File: src/rtl/cs_timer_pkg.sv
// Package: shared types and helpers for the carry-save interval timer.
// Assumes: nothing beyond plain single-bit logic.
package cs_timer_pkg;

    // Result of one half-adder position: the sum bit stays, the carry moves up.
    typedef struct packed {
        logic sum;
        logic cry;
    } ha_bit_t;

    // One half-adder evaluation.
    function automatic ha_bit_t half_add(input logic a, input logic b);
        ha_bit_t r;
        r.sum = a ^ b;
        r.cry = a & b;
        return r;
    endfunction

endpackage

File: src/rtl/cs_chain.sv
// Module: carry-save state of the timer.
// Holds a (W-1)-bit sum word and a W-bit carry word. Each idle cycle it
// inverts the lowest carry bit and passes one half-adder row across the
// words. A load places the start value across the sum word and carry bit 0.
// Assumes: W >= 2, and that load_i is synchronous to clk.
module cs_chain
    import cs_timer_pkg::*;
#(
    parameter int W = 4
) (
    input  logic         clk,
    input  logic         rst_n,
    input  logic         load_i,
    input  logic [W-1:0] init_i,
    output logic         carry_top_o
);
    localparam int SW = W - 1;

    logic [SW-1:0] s_q, s_nx;
    logic [W-1:0]  c_q, c_nx;
    ha_bit_t       ha [SW];

    // One half-adder per sum position.
    for (genvar i = 0; i < SW; i++) begin : g_row
        assign ha[i] = half_add(s_q[i], c_q[i]);
    end

    // Gathers the half-adder row into the next words; bit 0 takes the increment.
    always_comb begin
        c_nx[0] = ~c_q[0];
        for (int i = 0; i < SW; i++) begin
            s_nx[i]   = ha[i].sum;
            c_nx[i+1] = ha[i].cry;
        end
    end

    // State update: reset, load or advance by one row.
    always_ff @(posedge clk) begin
        if (!rst_n) begin
            s_q <= '0;
            c_q <= '0;
        end else if (load_i) begin
            s_q <= init_i[W-1:1];
            c_q <= {{(W-1){1'b0}}, init_i[0]};
        end else begin
            s_q <= s_nx;
            c_q <= c_nx;
        end
    end

    assign carry_top_o = c_q[W-1];

    // a load leaves no carries above bit 0.
    a_r6_load_clears_upper: assert property (@(posedge clk) disable iff (!rst_n)
        load_i |=> (c_q[W-1:1] == '0));

    // the low bit of the carry word follows the loaded value.
    a_r7_load_low_bit: assert property (@(posedge clk) disable iff (!rst_n)
        load_i |=> (c_q[0] == $past(init_i[0])));

    // every idle cycle injects one count through the low carry bit.
    a_r3_low_bit_toggles: assert property (@(posedge clk) disable iff (!rst_n)
        !load_i |=> (c_q[0] != $past(c_q[0])));

endmodule

File: src/rtl/cs_done_latch.sv
// Module: sticky expiry flag.
// Sets once a carry leaves the top of the carry word. Clears on load.
// The output is the value the flag will take next, so it is low in any
// cycle where a load is being applied.
// Assumes: carry_top_i comes straight from a register.
module cs_done_latch (
    input  logic clk,
    input  logic rst_n,
    input  logic load_i,
    input  logic carry_top_i,
    output logic done_o
);
    logic d_q;
    logic d_nx;

    // Next flag: clear on load, otherwise hold or pick up the top carry.
    always_comb begin
        d_nx = load_i ? 1'b0 : (d_q | carry_top_i);
    end

    // Flag register.
    always_ff @(posedge clk) begin
        if (!rst_n) d_q <= 1'b0;
        else        d_q <= d_nx;
    end

    assign done_o = d_nx;

    // the flag holds until a load.
    a_r4_flag_sticky: assert property (@(posedge clk) disable iff (!rst_n)
        (d_q && !load_i) |=> d_q);

    // a load empties the flag.
    a_r2_load_clears_flag: assert property (@(posedge clk) disable iff (!rst_n)
        load_i |=> !d_q);

endmodule

File: src/rtl/cs_rise_pulse.sv
// Module: rising-edge marker for the expiry level.
// Keeps the level of the previous cycle and flags a low-to-high change.
// Assumes: level_i is settled before each rising clock edge.
module cs_rise_pulse (
    input  logic clk,
    input  logic rst_n,
    input  logic level_i,
    output logic pulse_o
);
    logic prev_q;

    // Previous-cycle copy of the level.
    always_ff @(posedge clk) begin
        if (!rst_n) prev_q <= 1'b0;
        else        prev_q <= level_i;
    end

    // Edge detect.
    assign pulse_o = level_i & ~prev_q;

    // the marker never lasts two cycles.
    a_r5_pulse_one_cycle: assert property (@(posedge clk) disable iff (!rst_n)
        pulse_o |=> !pulse_o);

endmodule

File: src/rtl/cs_timer.sv
// Module: carry-save interval timer (top).
// A load of v starts an interval of 2^W + W - v - 2 idle cycles. After it,
// done_o rises and stays high, and done_pulse_o marks the rising cycle.
// Assumes: W >= 2; synchronous active-low reset, equivalent to loading zero.
module cs_timer #(
    parameter int W = 4
) (
    input  logic         clk,
    input  logic         rst_n,
    input  logic         load_i,
    input  logic [W-1:0] init_i,
    output logic         done_o,
    output logic         done_pulse_o
);
    logic carry_top;

    cs_chain #(.W(W)) chain_i (
        .clk         (clk),
        .rst_n       (rst_n),
        .load_i      (load_i),
        .init_i      (init_i),
        .carry_top_o (carry_top)
    );

    cs_done_latch latch_i (
        .clk         (clk),
        .rst_n       (rst_n),
        .load_i      (load_i),
        .carry_top_i (carry_top),
        .done_o      (done_o)
    );

    cs_rise_pulse edge_i (
        .clk     (clk),
        .rst_n   (rst_n),
        .level_i (done_o),
        .pulse_o (done_pulse_o)
    );

    // a marker only follows a cycle in which the level was low.
    a_r5_pulse_after_low: assert property (@(posedge clk) disable iff (!rst_n)
        done_pulse_o |-> !$past(done_o));

    // the output level holds until a load.
    a_r4_level_holds: assert property (@(posedge clk) disable iff (!rst_n)
        (done_o && !load_i) |=> (done_o || load_i));

endmodule

File: config.mk
export PLATFORM = sky130hd
export DESIGN_NAME = cs_timer
export DESIGN_NICKNAME = d
export VERILOG_FILES = /design/src/rtl/cs_timer_pkg.sv /design/src/rtl/cs_chain.sv /design/src/rtl/cs_done_latch.sv /design/src/rtl/cs_rise_pulse.sv /design/src/rtl/cs_timer.sv
export SDC_FILE = /design/constraint.sdc
export NUM_CORES = 1
export LEC_CHECK = 0
export CORE_AREA = 2 2 39 41
export DETAILED_ROUTE_END_ITERATION = 8
export DIE_AREA = 0 0 41 43
export GPL_TIMING_DRIVEN = 1
export PLACE_DENSITY_LB_ADDON = 0.1
export SYNTH_ARGS = -nofsm -noshare
export SYNTH_HDL_FRONTEND = slang
export SYNTH_SLANG_ARGS = --single-unit
File: constraint.sdc
create_clock -name clk -period 1 [get_ports clk]
set_input_delay 0.15 -clock clk [delete_from_list [all_inputs] [get_ports clk]]
set_output_delay 0.15 -clock clk [all_outputs]
set_load 0.1 [all_outputs]
* Word-level counts from Yosys, hierarchy flattened
Cells that the tools add are included.
** Word-level totals
- Flip-flop bits (word level) :: 8
- Output and inout port bits :: 2
- Word-level logic and storage cells :: 19
** Cells by class
- Mux-type cells :: 3
- Bitwise logic cells :: 11
- Reduce and logical (&&, ||, !) cells :: 1
** Operator list (count)
- $and A1 B1 Y1 :: 4
- $mux W3 :: 1
- $not A1 Y1 :: 3
- $xor A1 B1 Y1 :: 3
- $mux W1 :: 2
- $reduce_or A2 Y1 :: 1
- $or A1 B1 Y1 :: 1

* Logic depth before layout (Yosys ltp)
Gate-level depths: netlist of the first run.
- Word-level depth :: 3
- Gate-level depth with buffers :: 3

* Modules after synthesis
From an unflattened synthesis of the first run, not the netlist that was laid out.
** Unflattened totals
- Cells, all modules :: 31
- Area, all modules :: 364.1 µm²
** Modules (own cells, without submodules)
- cs_chain :: times used 1, cells an instance 24, area each 284.0 µm²
- cs_done_latch :: times used 1, cells an instance 4, area each 40.0 µm²
- cs_rise_pulse :: times used 1, cells an instance 3, area each 40.0 µm²

* Worst setup path before layout of the first run
Ideal clock, no wire load.
- Kind :: register to output
- Start :: register latch_i.d_q
- End :: output port done_pulse_o
- Data arrival time :: 2492 ps
- Setup slack :: -1642 ps
- Stages on the path, launching flop included :: 2
- Cell sequence :: dfxtp_1 -> nor3b_1
** Between the ends
- Word-level cells in the longest chain between the ends :: 3
- Elaborated cells between the ends (all ways) :: 4
- Those cells by class :: 1 x mux; 3 x bitwise
** RTL lines
- from (decl) :: RTL line cs_done_latch.sv:13 : logic d_q;
- from (signal assigned) :: RTL line cs_done_latch.sv:24 : else d_q <= d_nx;
- $or A1 B1 Y1 :: RTL line cs_done_latch.sv:18 : d_nx = load_i ? 1'b0 : (d_q | carry_top_i);
- $mux W1 :: RTL line cs_done_latch.sv:18
- $and A1 B1 Y1 * :: RTL line cs_rise_pulse.sv:19 : assign pulse_o = level_i & ~prev_q;
- to (decl) :: RTL line cs_timer.sv:13 : output logic done_pulse_o
Every way passes the cells marked *; elsewhere a longest branch is shown, timed or not.

* Worst setup path in the final report of the first run
- Start :: register chain_i.c_q[3]
- End :: output port done_pulse_o
** Between the ends
- Word-level cells in the longest chain between the ends :: 3
** RTL lines
- from (decl) :: RTL line cs_chain.sv:20 : logic [W-1:0] c_q, c_nx;
- from (signal assigned) :: RTL line cs_chain.sv:44 : c_q <= {{(W-1){1'b0}}, init_i[0]};
- from (signal assigned) :: RTL line cs_chain.sv:47 : c_q <= c_nx;
- $or A1 B1 Y1 :: RTL line cs_done_latch.sv:18
- $mux W1 :: RTL line cs_done_latch.sv:18
- $and A1 B1 Y1 :: RTL line cs_rise_pulse.sv:19
Every way passes these cells.

==> results of run 1 <==
[worst max-delay path, delay by kind of cell, from the launching register on]
kind / cells / cell delay [ps]
and+or+nand+nor: 1 / 210
buffers and inverters: 1 / 200
DFF: 1 / 330
[metal layers]
layer | part of all wire | up-vias
li1 | - | 121
met1 | 0.41 | 106
met2 | 0.49 | 10
met3 | 0.095 | 0
met4 | 0 | 0
met5 | 0 | -
[Yosys cell counts]
master / n / area, um^2
dfxtp_1: 8 / 160
nor2b_1: 5 / 31.3
and2_1: 3 / 18.8
ha_1: 3 / 37.5
mux2i_1: 3 / 30.0
nor2_1: 2 / 7.51
a21boi_2: 1 / 11.3
buf_6: 1 / 11.3
nand2_1: 1 / 3.75
nor3b_1: 1 / 7.51
or2_1: 1 / 6.26
[cell type report]
type,instances,area (um^2)
flip-flops and latches,8,163
well taps,16,20.0
repair buffers,11,121
clock buffers,3,22.5
fillers,147,882
multi-input cells,20,175
[state kept, by name, summed over array words and instances (netlist names)]
| signal | count |
|---|---|
| chain_i.c_q | 4 |
| chain_i.s_q | 3 |
| latch_i.d_q | 1 |
[worst paths after layout]
kind                                       end  slack (ps)  cells past startpoint
worst max-delay path              done_pulse_o        -130                      2
worst min-delay path            chain_i.c_q[0]         470                      3
worst max register to register  chain_i.s_q[1]         110                      3
worst min register to register     latch_i.d_q         510                      2
[cells by family after synthesis]
kind of cell             Yosys count  share of synthesized area
AND/OR/NAND/NOR                   13                      0.231
flip-flops                         8                      0.492
multiplexers                       3                     0.0923
adder cells (fa/ha/maj)            3                      0.115
AO/OA/AOI/OAI                      1                     0.0346
buffers and inverters              1                     0.0346
[through the flow]
step / instance area (um^2) / std cells / worst slack (ps) / hold WS, ps / utilization
after floorplan: 347 / 29 / -290 / 278 / -
after global placement: 478 / 55 / -271 / 512 / 0.345
after detailed placement: 478 / 55 / -290 / 526 / 0.345
after CTS: 502 / 58 / -146 / 464 / 0.363
after global routing: 502 / 58 / -189 / 479 / 0.363
final: 502 / 58 / -135 / 472 / 0.363
[where the power goes]
group	switching (W)	internal (W)
Sequential	0.00000375	0.000331
Clock	0.0000990	0.000137
Combinational	0.0000261	0.0000458
Total	0.000129	0.000514
[timing repair]
action / 4_1_cts / 5_1_grt
pin swaps: 1 / 0
hold buffers: 0 / 0
endpoints found under the hold margin: 0 / 0
resized for setup: 2 / 0
setup endpoints to repair: 7 / 2
==> results.ini, run 1 <==
[cells_and_area]
final_nets=54
drive_above_1_share=0.333
syn_to_final_growth_pct=54.2
final_common_cell=dfxtp_1
final_cell_mix=dfxtp_1 (6), nor2b_1 (5), clkdlybuf4s50_1 (5)
n_antenna_cell=0

[worst_hold_path]
min_from=init_i[0]
hold_class=input pin to flip-flop

[synthesis]
netlist_area_um2=325
netlist_instances=29
ys_types=11
synth-seq-cells=8
synth_warnings=0
yosysSeqAreaShare=0.492
synth_fp_nets=39
avgSynthCellArea_um2=11.2

[global_routing]
antenna_found_initial=0
grt_most_used_layer=met2
use_met2=0.128
grt_use_total=0.0885
grt_overflow=0
grt_pass1_wl_um=897
grt_max_degree=7
grt_pass1_vias=229
grtUsageMet1=0.0647
use_met3=0.0942

[worst_setup_path]
crit_required_ps=850
cp.arrival_ps=980
cp_cell_sequence=nor3b_4 > buf_12
crit_path_start=chain_i.c_q[3]
critPathMaxFanout=2
critPathCaptureType=primary output
cp-start-kind=flip-flop
critPathMaxStageDelay_ps=330
cp_slowest_cell=dfxtp_2
worstSetupPathType=flip-flop to primary output
reg2reg_from=chain_i.c_q[1]

[floorplan]
die_area_um2=1760
placement_rows=14
fp.dieH_um=43
initial_utilization=0.235
io_pins=9
die_w_um=41
core_um2=1380

[clock_tree]
htreeDepth=1
cts-root-buf=clkbuf_4
clk_pin_slew_ps=50
cts_tree=yes
cts_buffers=3
clock-sinks=8
post_cts_buffers=0
cts_buffer_depth=2
clock_latency_ps=250

[sta]
tns_ps=-226
min_period_ps=1130
max_freq_mhz=881
worst_slew_pin_slew_ps=216
setup_viol=2
rsz0062_at_grt=yes
maxSlewViolCount=0
finalHoldViolCount=0
finClkSkew_ps=0.419
layout_setup_ws_ps=-135
relSlewSlack=0.855
fin_crit_sh=1.13

[route]
via_per_inst=4.09
wirelength_um=514
first_pass_iters=1
num_vias=237
drc_errors=0
drt-initial-drc-count=0
ant_nets=0
wl_per_cell_um=8.86

[pwr]
power.density_nw_per_um2=1280
peakVddDrop_uv=849
p_total_w=0.000643
power.leakage_nw=0.216

[placement]
routabilityCongestion=0.688
hpwl_um=426
port_buffers=8

[outcome]
status=complete, but fails checks
failed_checks=setup timing

[flow_run]
maxCapViolations=0

(Power assumes the default switching activity.)
==> run 2: changes to the inputs <==
CTS_CLUSTER_SIZE = 10   (was default)
==> results of run 2 <==
The final DEF is identical to that of run 1; final timing and power are the same.
==> run 3: changes to the inputs <==
SLEW_MARGIN = 20   (was default)
==> results of run 3 <==
The final DEF is identical to that of run 1; final timing and power are the same.
